File: src/rtl/ubx_pkg.sv
package ubx_pkg;
    localparam int NPORTS = 3;

    // Port-clock level seen at the previous system clock edge
    typedef enum logic {
        CLK_LO = 1'b0,
        CLK_HI = 1'b1
    } pclk_state_e;

    // Source index picked by a destination's select bit
    function automatic int src_of(input int dst, input logic sel);
        if (sel) return (dst == 2) ? 1 : 2;
        else     return (dst == 0) ? 1 : 0;
    endfunction
endpackage

File: src/rtl/ubx_store.sv
module ubx_store
    import ubx_pkg::*;
#(
    parameter int W = 18
) (
    input  logic         clk,
    input  logic         rst_n,
    input  logic         le,
    input  logic         pclk,
    input  logic         oe_n,
    input  logic [W-1:0] din,
    output logic [W-1:0] q,
    output logic [W-1:0] live
);
    pclk_state_e state, state_nx;
    logic        rise;
    logic        load;

    // State register: remembers the port clock level
    always_ff @(posedge clk or negedge rst_n) begin
        if (!rst_n) state <= CLK_HI;
        else        state <= state_nx;
    end

    // Transitions and decoded actions
    always_comb begin
        state_nx = pclk ? CLK_HI : CLK_LO;
        rise     = 1'b0;
        unique case (state)
            CLK_LO: rise = pclk;
            CLK_HI: rise = 1'b0;
        endcase
        load = oe_n && (le || rise);
    end

    always_ff @(posedge clk or negedge rst_n) begin
        if (!rst_n)    q <= '0;
        else if (load) q <= din;
    end

    // Combinational bypass when transparent and listening
    assign live = (le && oe_n) ? din : q;
endmodule

File: src/rtl/ubx_route.sv
module ubx_route
    import ubx_pkg::*;
#(
    parameter int W   = 18,
    parameter int DST = 0
) (
    input  logic         rst_n,
    input  logic [W-1:0] src_val [NPORTS],
    input  logic         sel,
    input  logic         oe_n,
    output logic [W-1:0] dout,
    output logic         dvalid
);
    localparam int SRC_LO = src_of(DST, 1'b0);
    localparam int SRC_HI = src_of(DST, 1'b1);

    assign dout   = sel ? src_val[SRC_HI] : src_val[SRC_LO];
    assign dvalid = rst_n && !oe_n;
endmodule

File: src/rtl/ubx_exchange.sv
module ubx_exchange
    import ubx_pkg::*;
#(
    parameter int W = 18
) (
    input  logic         clk,
    input  logic         rst_n,
    input  logic         a_le,
    input  logic         a_pclk,
    input  logic         a_sel,
    input  logic         a_oe_n,
    input  logic [W-1:0] a_din,
    output logic [W-1:0] a_dout,
    output logic         a_dvalid,
    input  logic         b_le,
    input  logic         b_pclk,
    input  logic         b_sel,
    input  logic         b_oe_n,
    input  logic [W-1:0] b_din,
    output logic [W-1:0] b_dout,
    output logic         b_dvalid,
    input  logic         c_le,
    input  logic         c_pclk,
    input  logic         c_sel,
    input  logic         c_oe_n,
    input  logic [W-1:0] c_din,
    output logic [W-1:0] c_dout,
    output logic         c_dvalid
);
    logic         le_v     [NPORTS];
    logic         pclk_v   [NPORTS];
    logic         sel_v    [NPORTS];
    logic         oe_v     [NPORTS];
    logic [W-1:0] din_v    [NPORTS];
    logic [W-1:0] q_v      [NPORTS];
    logic [W-1:0] live_v   [NPORTS];
    logic [W-1:0] dout_v   [NPORTS];
    logic         dvalid_v [NPORTS];

    assign le_v   = '{a_le, b_le, c_le};
    assign pclk_v = '{a_pclk, b_pclk, c_pclk};
    assign sel_v  = '{a_sel, b_sel, c_sel};
    assign oe_v   = '{a_oe_n, b_oe_n, c_oe_n};
    assign din_v  = '{a_din, b_din, c_din};

    for (genvar p = 0; p < NPORTS; p++) begin : g_port
        ubx_store #(.W(W)) u_store (
            .clk  (clk),
            .rst_n(rst_n),
            .le   (le_v[p]),
            .pclk (pclk_v[p]),
            .oe_n (oe_v[p]),
            .din  (din_v[p]),
            .q    (q_v[p]),
            .live (live_v[p])
        );
        ubx_route #(.W(W), .DST(p)) u_route (
            .rst_n  (rst_n),
            .src_val(live_v),
            .sel    (sel_v[p]),
            .oe_n   (oe_v[p]),
            .dout   (dout_v[p]),
            .dvalid (dvalid_v[p])
        );
    end

    assign a_dout   = dout_v[0];
    assign b_dout   = dout_v[1];
    assign c_dout   = dout_v[2];
    assign a_dvalid = dvalid_v[0];
    assign b_dvalid = dvalid_v[1];
    assign c_dvalid = dvalid_v[2];
endmodule

File: config.mk
export PLATFORM = sky130hd
export DESIGN_NAME = ubx_exchange
export DESIGN_NICKNAME = d
export VERILOG_FILES = /design/src/rtl/ubx_pkg.sv /design/src/rtl/ubx_store.sv /design/src/rtl/ubx_route.sv /design/src/rtl/ubx_exchange.sv
export SDC_FILE = /design/constraint.sdc
export NUM_CORES = 1
export LEC_CHECK = 0
export BUFFER_PORTS_ARGS = -buffer_cell sky130_fd_sc_hd__buf_2
export CORE_ASPECT_RATIO = 0.9
export CORE_UTILIZATION = 54
export CTS_CLUSTER_SIZE = 30
export DETAILED_ROUTE_END_ITERATION = 6
export GPL_ROUTABILITY_DRIVEN = 0
export PLACE_DENSITY_LB_ADDON = 0.3
export SLEW_MARGIN = 15
export SYNTH_ARGS = -nofsm -noshare
export SYNTH_HDL_FRONTEND = slang
export SYNTH_SLANG_ARGS = --single-unit
File: constraint.sdc
create_clock -name clk -period 3.95 [get_ports clk]
set_input_delay 0 -clock clk [delete_from_list [all_inputs] [get_ports clk]]
set_output_delay 0 -clock clk [all_outputs]
set_load 0.02 [all_outputs]
== Word-level counts from Yosys, hierarchy flattened ==
Index checks and enable logic that the tools add are counted.
W data, S select, Z words.
Storage, ports and cells
  register bits after elaboration: 57
  bits of input ports: 68
  output and inout bits: 57
  logic and storage cells: 36
Operators by class
  multiplexer cells: 12
  bitwise operators: 3
  reduce and logical (&&, ||, !) cells: 15
Operators with widths (count)
  $mux W18: 6
  $logic_and A1 B1 Y1: 9
  $pmux W1 S2: 3
  $logic_not A1 Y1: 3
  $logic_or A1 B1 Y1: 3
  $mux W1: 3
  $not A1 Y1: 3

== Longest topological paths before layout ==
Gate-level depths: netlist (run 1).
  word-level depth: 4
  mapped depth: 4

== By module ==
Synthesis (run 1) repeated with hierarchy kept, for this count alone.
Unflattened totals
  cells, all modules: 243
  area, all modules: 3809.9 um2
Modules (own cells, without submodules)
  ubx_store: instances 3, cells an instance 60, area each 992.2 um2
  ubx_route: instances 3, cells an instance 21, area each 277.8 um2

== Worst setup path before layout (run 1) ==
Ideal clock, no wire load.
  path kind: reg-to-reg
  start: reg g_port[0].u_store.state
  end: reg g_port[0].u_store.q[10]
  library setup time: 0.125 ns
  arrival: 1.295 ns
  path slack: 2.530 ns
  cell stages (with the launch flop): 5
  period minus slack after synthesis: 1.420 ns
  cell sequence: dfstp_2 > nor2b_4 > o21ai_4 > buf_6 > mux2_2
Between the ends
  cells in the longest elaborated chain, start to end: 4
Ends and longest elaborated chain
  from (decl): line ubx_store.sv:15  | pclk_state_e state, state_nx;
  from (signal assigned): line ubx_store.sv:22  | else state <= state_nx;
  $not A1 Y1: line ubx_store.sv:29  | unique case (state)
  $pmux W1 S2 *: line ubx_store.sv:29
  $logic_or A1 B1 Y1 *: line ubx_store.sv:33  | load = oe_n && (le || rise);
  $logic_and A1 B1 Y1 *: line ubx_store.sv:33
  to (signal assigned): line ubx_store.sv:38  | else if (load) q <= din;
  to (decl): line ubx_store.sv:12  | output logic [W-1:0] q,
Mark *: on every way between the ends. The rest lies on a longest branch, timed or not.
A chain may end at the register's enable or synchronous reset.

== Worst setup path in the final report (run 1) ==
  start: reg g_port[2].u_store.state
  end: reg g_port[2].u_store.q[10]
Between the ends
  cells in the longest elaborated chain, start to end: 4
Ends and longest elaborated chain (line)
  from (decl): ubx_store.sv:15
  from (signal assigned): ubx_store.sv:22
  $not A1 Y1: ubx_store.sv:29
  $pmux W1 S2 *: ubx_store.sv:29
  $logic_or A1 B1 Y1 *: ubx_store.sv:33
  $logic_and A1 B1 Y1 *: ubx_store.sv:33
  to (signal assigned): ubx_store.sv:38
  to (decl): ubx_store.sv:12
Marked as above.

==> results of run 1 <==
## layout make-up
class	count	area, µm²
fillers	355	1060
flip-flops and latches	57	1430
repair buffers	183	1210
well taps	70	87.6
multi-input cells	174	1840
clock inverters	5	77.6
clock buffers	11	151
## per-layer routing
metal  up-vias  share of wire
met2        82           0.49
met4         0          0.017
met3        17          0.044
met1      1333           0.45
met5         -              0
li1       1260              -
## flip-flops by register name, summed over array words and instances (netlist names)
name                  count
g_port.u_store.state      3
g_port.u_store.q         54
## metrics by stage
stage | cell area, µm² | cells | hold WS [ns]
floorplan | 3360 | 243 | -0.296
global placement | 3980 | 426 | 0.118
detailed placement | 3980 | 426 | 0.120
CTS | 4790 | 500 | 0.250
global route | 4790 | 500 | 0.291
finish | 4790 | 500 | 0.266
## Yosys cell counts
library cell,n,area [µm²]
o21ai_4,3,48.8
nand2_4,3,33.8
dfstp_2,3,78.8
buf_2,3,15.0
buf_6,6,67.6
mux2_2,54,608
mux2i_1,108,1080
nor2b_4,3,41.3
clkbuf_2,3,15.0
and2b_1,3,22.5
dfrtp_1,54,1350
## worst max-delay path: cells and delay by family, from the launching register on
| kind | cells | cell delay [ns] |
|---|---|---|
| flip-flops | 1 | 0.55 |
| AO/OA/AOI/OAI | 1 | 0.53 |
| multiplexers | 1 | 0.42 |
| AND/OR/NAND/NOR | 1 | 0.04 |
## where the power goes
part / total (mW) / switching [mW] / internal, mW
Clock: 0.617 / 0.230 / 0.387
Combinational: 0.651 / 0.363 / 0.288
Sequential: 0.711 / 0.0415 / 0.669
## final timing paths
path / startpoint / cells after the start / slack (ns) / to
max: g_port[2].u_store.state / 3 / 2.29 / g_port[2].u_store.q[10]
min: a_oe_n / 3 / 0.27 / g_port[0].u_store.q[2]
max reg2reg: g_port[2].u_store.state / 3 / 2.29 / g_port[2].u_store.q[10]
min reg2reg: g_port[0].u_store.q[13] / 1 / 0.51 / g_port[0].u_store.q[13]
max in group asynchronous: rst_n / 3 / 2.76 / g_port[0].u_store.state
min in group asynchronous: rst_n / 2 / 0.31 / g_port[1].u_store.q[4]
## kinds of logic after synthesis
logic type,count (synthesis)
compound gates,3
flops,57
simple gates,9
mux,162
buf+inv,12
==> impl.org, run 1 <==
** Outcome
- The run finished with clean final reports.

** Global route
- Total congestion overflow :: 0
- The number of antenna violations at the first check in global routing was 0.
- Global Route met2 Usage :: 0.485
- Total routing resource utilization after global routing :: 0.283
- The first global-routing pass estimated between 10 and 15 mm of wire.
- Via count of the first global-routing pass :: approximately 2.9k
- Maximum number of pins on one net before global-route repair :: 39
- For met3 alone, demand over resource in global routing was 0.0527.
- Most heavily used metal layer in global routing :: met2
- For this run, global-route usage on met1 was measured as 0.354.

** Drt
- In the final routed layout, each cell accounts on average for about 17 µm.
- The first detailed-routing pass took 4 iterations.
- Number of vias per cell after detailed routing :: between 5 and 6
- The detailed router placed around 2.7k vias in this run.
- The detail route stage leaves a number of antenna-violating nets equal to 0.
- First DRT Iteration DRCs :: ~80
- The routed design has ~8.7 mm of wire.
- DRC violations left :: 0

** Worst setup path
- Walking the worst path, the cells encountered are nor2b_4, o21ai_4, mux2_2.
- On the worst path, the slowest cell contributes a delay of around 0.55 ns.
- By startpoint and endpoint, the worst setup path is classified as reg -> reg.
- STA classifies the critical path startpoint as a flip-flop.
- Data required time at the worst endpoint :: about 4.2 ns
- In this run the worst path has a maximum fanout of 18.
- For the worst setup path, the data arrival time is 1.88 ns.
- Slowest cell on the critical path :: dfstp_2
- Crit. End Element :: flip-flop

** Placement
- Port bufs :: 124
- Post-Place Worst Slack :: ~2.3 ns
- Half-perimeter wire length of the detailed placement result :: 5.92 mm

** Synthesis
- The Yosys step of the flow raised 0 warnings.
- When the netlist entered floorplanning its net count stood at slightly above 300.
- Post-synthesis simple-gate area fraction :: 0.0290
- Post-Syn Instances :: roughly 240
- Mapped Avg Cell Area :: about 14 µm²
- Of the total synthesized cell area, the portion taken by full adders, half adders and majority gates is 0.
- Complex-gate fraction of the synthesized area :: 0.0145
- XOR/XNOR Fraction of Synth Area :: 0
- Share of the yosys chip area belonging to registers :: 0.425
- Number of distinct library cells after synthesis :: 11
- Proportion of synthesized area in mux cells :: 0.502
- After synthesis, the largest family of logic cells by area is multiplexers.
- Number of synthesized register bits :: 57
- The cell area that synthesis handed to floorplanning was between 3000 and 4000 µm².

** Hold path
- Type of the worst min-delay path :: in -> reg

** Power and ir drop
- Overall Power :: 1.98 mW
- In this run the static leakage power is 2.56 nW.
- In this run the power density over the cells is about 410 nW/µm².
- IR Drop Worst-Case VDD :: roughly 0.33 mV

** Timing
- Summed over all failing endpoints, the final setup total negative slack is 0 ns.
- Slew headroom :: 0.444
- Maximum clock skew at final layout :: 0.00817 ns
- In the finished design, the share of the clock period the worst path needs comes to 0.421.
- The final max-slew violation count came to 0.
- Number of setup violations in the final report :: 0
- Setup slack closes at 2.29 ns.
- Actual transition at the worst max-transition pin :: 0.834 ns
- Setup repair after global routing left no endpoint under its margin.
- The final hold violation count was 0.
- Highest achievable clock rate :: 0.601 GHz
- Post-layout minimum cycle time :: ~1.7 ns

** Clock tree
- Buffers added to address setup during post-CTS repair amount to 0.
- Clock-pin slew was measured on the worst setup and hold paths at 0.07 ns.
- Latest clock arrival within the worst-skew pair :: about 0.33 ns
- Buffers inserted to repair hold after CTS numbered 58.
- The clock passes through at most 2 buffers.
- Number of clock sinks :: 57
- H-tree depth :: 3
- The root buffer cell chosen for the clock tree is clkbuf_8.
- TritonCTS built the clock tree.
- Total CTS buffers :: 9
- Post-CTS Resized :: 0

** Floorplanning
- The die is 85.2 µm wide.
- The floorplan has 26 rows.
- The region available for standard cell placement spans a little under 6000 µm².
- Die Area :: 6550 µm²
- The initial utilization of the core area, before any placement, comes to 0.574.
- roughly 130 I/O pins were placed.
- The die is 76.9 µm tall.

** Final layout
- Of the cells placed in the final design, the portion with a size suffix greater than 1 is 0.481.
- Most common cell after layout, fill and taps aside :: buf_2
- Final standard cell utilization of the core :: 0.818
- Synth-to-layout area growth :: 42.4%
- Leaving out fill and tap cells, the most frequent cells in the layout are 124 x buf_2, 108 x mux2i_1, 58 x dlygate4sd3_1, 54 x mux2_2, 54 x dfrtp_1.
- The number of antenna diodes in the final layout is 0.
- In the final design database the tool counted between 400 and 500 nets.

** Job
- # Max-Cap Violations :: 0
Power figures use the tool's default switching activity.
==> run 2, diff against run 1 <==
- CORE_UTILIZATION: 54 -> 50
- clock period: 3.95 -> 1.7 ns (I/O delays scaled with it)
==> run 2 against run 1 <==
- clock skew fell by 0.00099 ns
- worst setup slack got worse by 2.0 ns
- first-iteration DRC count increased by 47%
- clock-buffer cell count fell by 2
- critical path type unchanged
==> impl.org, run 2 (synthesis results as in run 1) <==
** Outcome
- Run status: finished clean (unchanged).

** Floorplanning
- The standard-cell row count is 27 (was 26).
- I/O pin count :: 125 (unchanged)
- Height of the chip :: 79.8 µm (was 76.9 µm)
- Die Area :: 7060 µm² (was 6550 µm²)
- The horizontal die dimension was 88.5 µm (was 85.2 µm).
- Area of the core region :: 6320 µm² (was 5860 µm²)
- The effective utilization at floorplan was 0.532 (was 0.574).

** Drt
- DRC violations left :: 0 (unchanged)
- Routed wirelength normalized by instance count :: 17.1 µm (was 17.5 µm)
- Number of vias per cell after detailed routing :: 5.18 (was 5.38)
- Count of vias placed by the detailed router :: 2698 (was 2692)
- The number of design-rule violations left by the first detailed-router iteration is 115 (was 78).
- Total routed wirelength :: 8.89 mm (was 8.75 mm)
- The detailed-routing iteration count for the pre-antenna-repair pass came to 4 (unchanged).
- The post-detailed-route count of antenna-violating nets came to 0 (unchanged).

** Placement
- The number of input and output port buffers inserted is 124 (unchanged).
- Total cell area at the placement stage :: 4060 µm² (was 3980 µm²)
- Total placed cells including tap cells :: 447 (was 426)
- The HPWL reported at the end of detailed placement is 6.13 mm (was 5.92 mm).

** Global route
- The aggregate global-route resource usage is 0.263 (was 0.283).
- The via count of the first global-routing pass came to 2791 (was 2863).
- Total congestion overflow :: 0 (unchanged)
- Antenna violations before repair :: 0 (unchanged)
- The global-route wire length before repair is 13.5 mm (was 14.0 mm).
- The maximum number of pins on one net before global-route repair came to 28 (was 39).

** Clock tree
- The CTS sink count was 57 (unchanged).
- The root buffer cell is clkbuf_8 (unchanged).
- H-tree depth :: 3 (unchanged)
- Clock transition at the registers of the reported paths :: 0.07 ns (about the same)
- The post-cts repair resize count was 0 (unchanged).
- The insertion delay to the later sink of the worst-skew pair came to 0.34 ns (was 0.33 ns).
- Bufs on Longest Clock Path :: 2 (unchanged)
- The number of CTS-inserted buffers is 9 (unchanged).
- CTS tree :: done (unchanged)
- Post-CTS Setup Inserts :: 0 (unchanged)

** Power and ir drop
- Leakage dissipation :: 2.59 nW (was 2.56 nW)
- Net switching power :: 1.50 mW (was 634 µW)
- The total power density per cell area came to 938 nW/µm² (was 413 nW/µm²).
- The worst ir drop on vdd is 0.526 mV (was 0.331 mV).
- The combinational fraction of design power was 0.336 (was 0.329).
- The clock network fraction of design power was 0.300 (was 0.312).
- The cell-internal power is 3.05 mW (was 1.34 mW).
- The sequential fraction of design power is 0.363 (was 0.359).
- Sw frac :: 0.329 (was 0.321)

** Worst setup path
- Data required time at the worst endpoint :: 1.92 ns (was 4.16 ns)
- The setup slack on the worst flop-to-flop path is 0.27 ns (was 2.29 ns).
- The critical path launch point type was a flip-flop (unchanged).
- The slowest cell on the critical path is dfstp_2 (unchanged).
- The path type of the worst setup path was reg -> reg (unchanged).
- Number of cells on the worst reg-to-reg path :: 4 (was 3)
- Crit. End Element :: flip-flop (unchanged)
- CP max stage delay :: 0.54 ns (was 0.55 ns)
- Data arrival time of the worst path :: 1.65 ns (was 1.88 ns)
- The endpoint of the most critical register-to-register path is g_port[0].u_store.q[9] (was g_port[2].u_store.q[10]).
- Critical-path maximum fanout :: 18 (unchanged)
- Critical-path cell list: nor2b_4, o21ai_4, buf_4, mux2_2 (was nor2b_4, o21ai_4, mux2_2).
- The startpoint of the worst-slack reg-to-reg timing path is g_port[0].u_store.state (was g_port[2].u_store.state).

** Timing
- The final hold violation count was 0 (unchanged).
- Unrepaired setup endpoints after global routing :: no (unchanged)
- The clock tree skew after final layout was 0.00718 ns (was 0.00817 ns).
- The final number of setup-violating endpoints is 0 (unchanged).
- The worst-margin pin slew was 0.590 ns (was 0.834 ns).
- Highest achievable clock rate :: 0.701 GHz (was 0.601 GHz)
- The final total negative setup slack was 0 ns (unchanged).
- The final period utilization was 0.839 (was 0.421).
- Slew Limit Fails :: 0 (unchanged)
- The remaining max-slew budget at the tightest pin came to 0.606 (was 0.444).
- Post-layout minimum cycle time :: 1.43 ns (was 1.66 ns)

** Final layout
- Largest registers in the final layout :: g_port.u_store.q x54, g_port.u_store.state x3 (unchanged)
- The fraction of layout cells with a size suffix above 1 came to 0.486 (was 0.481).
- Max reg flops :: 54 (unchanged)
- The area of all placed cells without fillers is 4850 µm² (was 4790 µm²).
- The leading cell type in the layout, fill and taps excluded was buf_2 (unchanged).
- The top register by number of flip-flops was g_port.u_store.q (unchanged).
- Most frequent cells in the layout :: 124 x buf_2, 108 x mux2i_1, 58 x dlygate4sd3_1, 54 x mux2_2, 54 x dfrtp_1 (unchanged)
- Count of non-filler cells in the finished layout :: 521 (was 500)
- Net total in the final layout :: 497 (was 493)
- The antenna diode instance count is 0 (unchanged).
- Synth-to-layout area growth :: 44.1% (was 42.4%)

** Job
- # Max-Cap Violations :: 0 (unchanged)

** Hold path
- Type of the worst min-delay path :: in -> async (was in -> reg)
## run 2: changes by cell type in the layout (fill, tap and decap cells not counted)
cell / delta
clkinvlp_4: -1
clkbuf_8: -2
clkinv_2: +3
buf_12: +2
buf_4: +2
## run 2: power groups by stage
stage          Combinational, mW  Clock (mW)  Sequential [mW]
2_1_floorplan              0.935           0             1.65
3_3_place_gp                1.39           0             1.66
3_5_place_dp                1.42           0             1.67
4_1_cts                     1.52        1.38             1.65
5_1_grt                     1.63        1.45             1.67
6_report                    1.53        1.37             1.65
## run 2: cell type report
class | count | area, µm²
clock inverters | 7 | 85.1
clock buffers | 9 | 124
flip-flops and latches | 57 | 1430
repair buffers | 187 | 1260
fillers | 427 | 1470
well taps | 87 | 109
multi-input cells | 174 | 1840
## run 2: worst max-delay path, delay by kind of cell (launching register included)
| kind | cells | cell delay, ns |
|---|---|---|
| DFF | 1 | 0.54 |
| muxes | 1 | 0.37 |
| buffers and inverters | 1 | 0.25 |
| AOI/OAI and AO/OA | 1 | 0.10 |
| and+or+nand+nor | 1 | 0.04 |
## run 2: stage by stage
step,utilization,power (mW),setup slack (ns),hold WS (ns)
2_1_floorplan,-,2.58,0.280,-0.296
3_3_place_gp,0.642,3.05,0.298,-0.118
3_5_place_dp,0.642,3.09,0.272,-0.113
4_1_cts,0.767,4.55,0.265,0.0620
5_1_grt,0.767,4.75,0.226,0.0844
6_report,0.767,4.55,0.274,0.0711
## run 2: metal layers
metal,wire length (µm),up-vias,global-route usage
li1,-,1267,-
met1,4020,1336,0.334
met2,4360,73,0.440
met3,277,22,0.0393
met4,235,0,0.121
met5,0,-,0
## run 2: worst max-delay path by stage
stage / from / to / depth (start not counted)
global placement: g_port[0].u_store.state / g_port[0].u_store.q[14] / 4
CTS: g_port[0].u_store.state / g_port[0].u_store.q[4] / 4
detailed placement: g_port[0].u_store.state / g_port[0].u_store.q[4] / 4
global route: g_port[0].u_store.state / g_port[0].u_store.q[8] / 4
floorplan: g_port[0].u_store.state / g_port[0].u_store.q[10] / 4
finish: g_port[0].u_store.state / g_port[0].u_store.q[9] / 4
## run 2: repair_timing
action / 4_1_cts / 5_1_grt
endpoints found under the setup margin: 0 / 0
hold buffers: 58 / 0
hold endpoints to repair: 112 / 0
